## config.mk

```make
export PLATFORM = sky130hd
export DESIGN_NAME = ls_pwm5
export DESIGN_NICKNAME = d
export VERILOG_FILES = /design/src/rtl/ls_pwm5.sv
export SDC_FILE = /design/constraint.sdc
export NUM_CORES = 1
export LEC_CHECK = 0
export CAP_MARGIN = 20
export CORE_ASPECT_RATIO = 0.5
export CORE_MARGIN = 3
export CORE_UTILIZATION = 50
export CTS_CLUSTER_DIAMETER = 30
export DETAILED_ROUTE_END_ITERATION = 12
export PLACE_DENSITY = 0.69
export REMOVE_ABC_BUFFERS = 1
export SLEW_MARGIN = 10
export SYNTH_ARGS = -nofsm -noshare
export SYNTH_HDL_FRONTEND = slang
export SYNTH_SLANG_ARGS = --single-unit
```

## constraint.sdc

```tcl
create_clock -name clk -period 9 [get_ports clk]
set_input_delay 0.9 -clock clk [delete_from_list [all_inputs] [get_ports clk]]
set_output_delay 0.9 -clock clk [all_outputs]
set_load 0.1 [all_outputs]
```

## src/rtl/ls_pwm5.sv

```systemverilog
`timescale 1ns/1ps
module ls_pwm5 #(
  parameter int REF_W = 12,
  parameter int PER_W = 10
) (
  input  logic                    clk,
  input  logic                    rst_n,
  input  logic signed [REF_W-1:0] ref_in,
  input  logic [1:0]              mode_in,
  input  logic [PER_W-1:0]        per_in,
  output logic [3:0]              sw_hi,
  output logic [3:0]              sw_lo
);
  localparam int CW = ((REF_W > PER_W + 2) ? REF_W : PER_W + 2) + 1;
  localparam logic [1:0] M_PD = 2'd0, M_POD = 2'd1, M_APOD = 2'd2, M_VF = 2'd3;

  logic [PER_W-1:0] cnt, per_q;
  logic             up;
  logic [1:0]       mode_q;

  always_ff @(posedge clk or negedge rst_n) begin
    if (!rst_n) begin
      cnt    <= '0;
      per_q  <= '0;
      up     <= 1'b1;
      mode_q <= M_PD;
    end else if (cnt == '0) begin
      per_q  <= per_in;
      mode_q <= mode_in;
      cnt    <= {{(PER_W-1){1'b0}}, (per_in != '0)};
      up     <= per_in > PER_W'(1);
    end else if (up) begin
      cnt <= cnt + 1'b1;
      up  <= ({1'b0, cnt} + 1'b1) < {1'b0, per_q};
    end else begin
      cnt <= cnt - 1'b1;
    end
  end

  logic [PER_W-1:0]      inv;
  logic [PER_W:0]        dbl, ce, ie;
  logic signed [CW-1:0]  pext, rext;
  logic signed [CW-1:0]  edge_lo [4];
  logic signed [CW-1:0]  car [4];
  logic [PER_W:0]        tri_v [4];
  logic [3:0]            above;
  logic [2:0]            lvl;

  assign inv  = per_q - cnt;
  assign ce   = {1'b0, cnt};
  assign ie   = {1'b0, inv};
  assign dbl  = (cnt <= inv) ? {cnt, 1'b0} : {inv, 1'b0};
  assign pext = $signed({{(CW-PER_W){1'b0}}, per_q});
  assign rext = {{(CW-REF_W){ref_in[REF_W-1]}}, ref_in};

  assign edge_lo[0] = -(pext + pext);
  assign edge_lo[1] = -pext;
  assign edge_lo[2] = '0;
  assign edge_lo[3] = pext;

  always_comb begin
    for (int j = 0; j < 4; j++) begin
      case (mode_q)
        M_PD:    tri_v[j] = ce;
        M_POD:   tri_v[j] = (j >= 2) ? ce : ie;
        M_APOD:  tri_v[j] = (j % 2 == 1) ? ie : ce;
        default: tri_v[j] = (j == 1 || j == 2) ? dbl : ce;
      endcase
    end
  end

  for (genvar g = 0; g < 4; g++) begin : g_band
    assign car[g]   = edge_lo[g] + $signed({{(CW-PER_W-1){1'b0}}, tri_v[g]});
    assign above[g] = rext > car[g];
  end

  assign lvl = 3'($countones(above));

  always_ff @(posedge clk or negedge rst_n) begin
    if (!rst_n) begin
      sw_hi <= 4'b0000;
      sw_lo <= 4'b1111;
    end else begin
      for (int i = 0; i < 4; i++) begin
        sw_hi[i] <= (i + int'(lvl)) >= 4;
        sw_lo[i] <= (i + int'(lvl)) < 4;
      end
    end
  end


  pair_compl_chk: assert property (@(posedge clk) disable iff (!rst_n) sw_lo == ~sw_hi);

  thermo_chk: assert property (@(posedge clk) disable iff (!rst_n)
    sw_hi inside {4'b0000, 4'b1000, 4'b1100, 4'b1110, 4'b1111});

  mode_hold_chk: assert property (@(posedge clk) disable iff (!rst_n)
    (cnt != '0) |=> ($stable(mode_q) && $stable(per_q)));

  cnt_range_chk: assert property (@(posedge clk) disable iff (!rst_n) cnt <= per_q);
endmodule

```

==> flow_metrics.env, run 1 <==
export IMPL_maxSlewViolCount=0
export IMPL_regArea_um2=782
export IMPL_core_region_area_um2=10400
export IMPL_grt_pass1_wl_mm=25.1
export IMPL_fill_cells=958
export IMPL_ff2ff_path_depth=37
export IMPL_synth_cell_types=58
export IMPL_clockBufferDepth=2
export IMPL_maxCapViolations=0
export IMPL_root_buffer="clkbuf_16"
export IMPL_relSlewSlack_pct=30.7
export IMPL_dp_hpwl_mm=12.7
export IMPL_cts_tree="built"
export IMPL_synth_edf_count=0
export IMPL_postRouteAntennaNets=0
export IMPL_cts_resized=0
export IMPL_cp_max_fo=9
export IMPL_cts_setup_buffers=0
export IMPL_finalHoldViolCount=0
export IMPL_multi_input_area_um2=4370
export IMPL_crit_path_start_kind="flip-flop"
export IMPL_port_buffers=33
export IMPL_synth_top_area_cell="ha_1"
export IMPL_clk_pin_slew_ns=0.05
export IMPL_yosys_top_cells_area="ha_1 29%, dfrtp_1 12%, a21oi_1 5.0%"
export IMPL_wl_met2_mm=6.19
export IMPL_clkLatencyLatePin_ns=0.27
export IMPL_avgSynthCellArea_um2=7.99
export IMPL_setup_tns_ns=0
export IMPL_drive_gt1_share_pct=6.15
export IMPL_ys_seq_area_share_pct=14.3
export IMPL_cp_common_cell="ha_1"
export IMPL_die_y_um=80.0
export IMPL_yosys_top_cells_count="125 x ha_1, 58 x inv_1, 55 x a21oi_1"
export IMPL_regToRegSetupSlack_ns=0.76
export IMPL_wl_met3_mm=1.14
export IMPL_period_share_pct=91.6
export IMPL_synth_most_common_cell="ha_1"
export IMPL_cp_arrival_ns=8.46
export IMPL_syn_inst=686
export IMPL_rr_endpoint="sw_lo[3]"
export IMPL_setup_viol=0
export IMPL_grt_usage_pct=25.7
export IMPL_drt_iter0_markers=330
export IMPL_final_nets=871
export IMPL_r2r_start="cnt[1]"
export IMPL_min_to="mode_q[1]"
export IMPL_fmax_mhz=121
export IMPL_antenna_found_initial=0
export IMPL_firstDrtPassIters=4
export IMPL_holdCritStartpoint="mode_q[1]"
export IMPL_num_rows=26
export IMPL_grt_max_degree=35
export IMPL_grt_pass1_vias=4850
export IMPL_routed_wl_mm=15.4
export IMPL_die_w_um=154
export IMPL_clock_sinks=31
export IMPL_synthesis_area_um2=5480
export IMPL_die_area_um2=12300
export IMPL_hold_path_depth=2
export IMPL_critPathBufInv=3
export IMPL_highest_layer="met4"
export IMPL_cts_hold_buffers=0
export IMPL_drcViolationCount=0
export IMPL_synth_flop_cell="dfrtp_1"
export IMPL_grt_setup_unrepaired="false"
export IMPL_gp_congestion=0.963
export IMPL_overflow=0
export IMPL_outcome="finished clean"
export IMPL_cts_htree_levels=2
export IMPL_antenna_cells=0
export IMPL_critPathCaptureType="flip-flop"
export IMPL_cts_made_buffers=5
export IMPL_synth_warnings=0
export IMPL_dpl_instance_area_um2=5920
export IMPL_yosys_register_bits=31
export IMPL_worstMarginPinSlew_ns=1.04
export IMPL_cp_required_ns=9.22
export IMPL_synth_async_sr_flop_share_pct=100
export IMPL_synthToLayoutAreaGrowth_pct=12.0
export IMPL_critical_path_slowest_cell="fa_1"
export IMPL_finalCriticalPeriod_ns=8.24
export IMPL_crit_family="compound AO/OA/AOI/OAI gates"
export IMPL_postLayoutCellArea_um2=6140
export IMPL_worstSetupPathType="reg -> reg"
export IMPL_io_pin_count=34
export IMPL_skew_ns=0.00339
export IMPL_netlist_area_leader_share_pct=28.5
export IMPL_avgRoutedWirePerCell_um=18.0
export IMPL_initial_utilization_pct=52.5
export IMPL_cpPeakStageDelay_ns=0.65
export IMPL_via_per_inst=5.93
export IMPL_hold_class="reg -> reg"
export IMPL_wl_met1_mm=7.86
export IMPL_dr_total_vias=5074
state kept, by name, summed over array words and instances, names as in the netlist:
name and cells:
up 1, sw_lo 4, per_q 10, sw_hi 4
mode_q 2, cnt 10
layout by cell type, fill, tap and decap left out, types with 9 or more instances in the layout:
| cell | count |
|---|---|
| ha_1 | 125 |
| inv_1 | 58 |
| a21oi_1 | 55 |
| o21ai_0 | 54 |
| nand2_1 | 49 |
| nor2_1 | 41 |
| clkdlybuf4s50_1 | 33 |
| dfrtp_1 | 26 |
| xnor2_1 | 25 |
| nor3_1 | 20 |
| nand3_1 | 19 |
| nor2b_1 | 17 |
| xor2_1 | 17 |
| nand2b_1 | 14 |
| o21a_1 | 13 |
| buf_4 | 12 |
| a21o_1 | 11 |
| a221oi_1 | 9 |
cell families after synthesis:
| logic type | Yosys count | share of synthesized area, % |
|---|---|---|
| compound gates | 192 | 22.1 |
| xor+xnor | 43 | 7.01 |
| fa+ha+maj | 130 | 30.4 |
| buf+inv | 82 | 6.05 |
| flops | 31 | 14.3 |
| mux | 13 | 2.53 |
| simple gates | 195 | 17.7 |
layout make-up:
type / instances / share of cell area, %
sequential: 31 / 12.7
tap: 140 / 2.85
clock inverter: 2 / 0.570
inverter: 59 / 3.61
timing repair buffer: 45 / 6.85
multi-input combinational: 573 / 71.1
clock buffer: 6 / 2.26
worst min-delay path, stage by stage (launching register included):
cell,delay (ns)
dfrtp_1,0.40
inv_1,0.10
o21ai_0,0.09
worst max path at each step:
| stage | start | endpoint | slack [ns] | depth (start not counted) |
|---|---|---|---|---|
| after floorplan | cnt[1] | sw_hi[3] | 1.49 | 34 |
| after global placement | cnt[1] | sw_hi[3] | 0.88 | 34 |
| after detailed placement | cnt[1] | sw_hi[3] | 0.66 | 36 |
| after CTS | cnt[1] | sw_hi[3] | 0.61 | 36 |
| after global routing | cnt[1] | sw_lo[3] | 0.18 | 37 |
| final | cnt[1] | sw_lo[3] | 0.76 | 37 |
metrics by stage:
| step | utilization (%) | std cells | hold WS, ns | setup WS [ns] |
|---|---|---|---|---|
| CTS | 58.4 | 850 | 0.641 | 0.611 |
| global route | 58.8 | 856 | 0.680 | 0.183 |
| finish | 58.8 | 856 | 0.645 | 0.755 |
| detailed placement | 56.7 | 842 | 0.635 | 0.659 |
| global placement | 56.7 | 842 | 0.611 | 0.876 |
| floorplan | - | 663 | 0.580 | 1.49 |
routing by layer:
metal / vias up / global-route usage, %
met5: - / 0
met4: 0 / 5.46
met3: 16 / 4.11
met2: 168 / 38.4
met1: 2368 / 38.7
li1: 2522 / -
Power of run 1 is not shown: default switching activity piles up to over one toggle a cycle in this logic, so the estimate is an artifact.
==> run 2: changes to the inputs <==
GPL_TIMING_DRIVEN = 1   (was unset)
==> results of run 2 <==
Final layout, timing and power as in run 1 (identical DEF).
Power of run 2 is left out for the same reason.
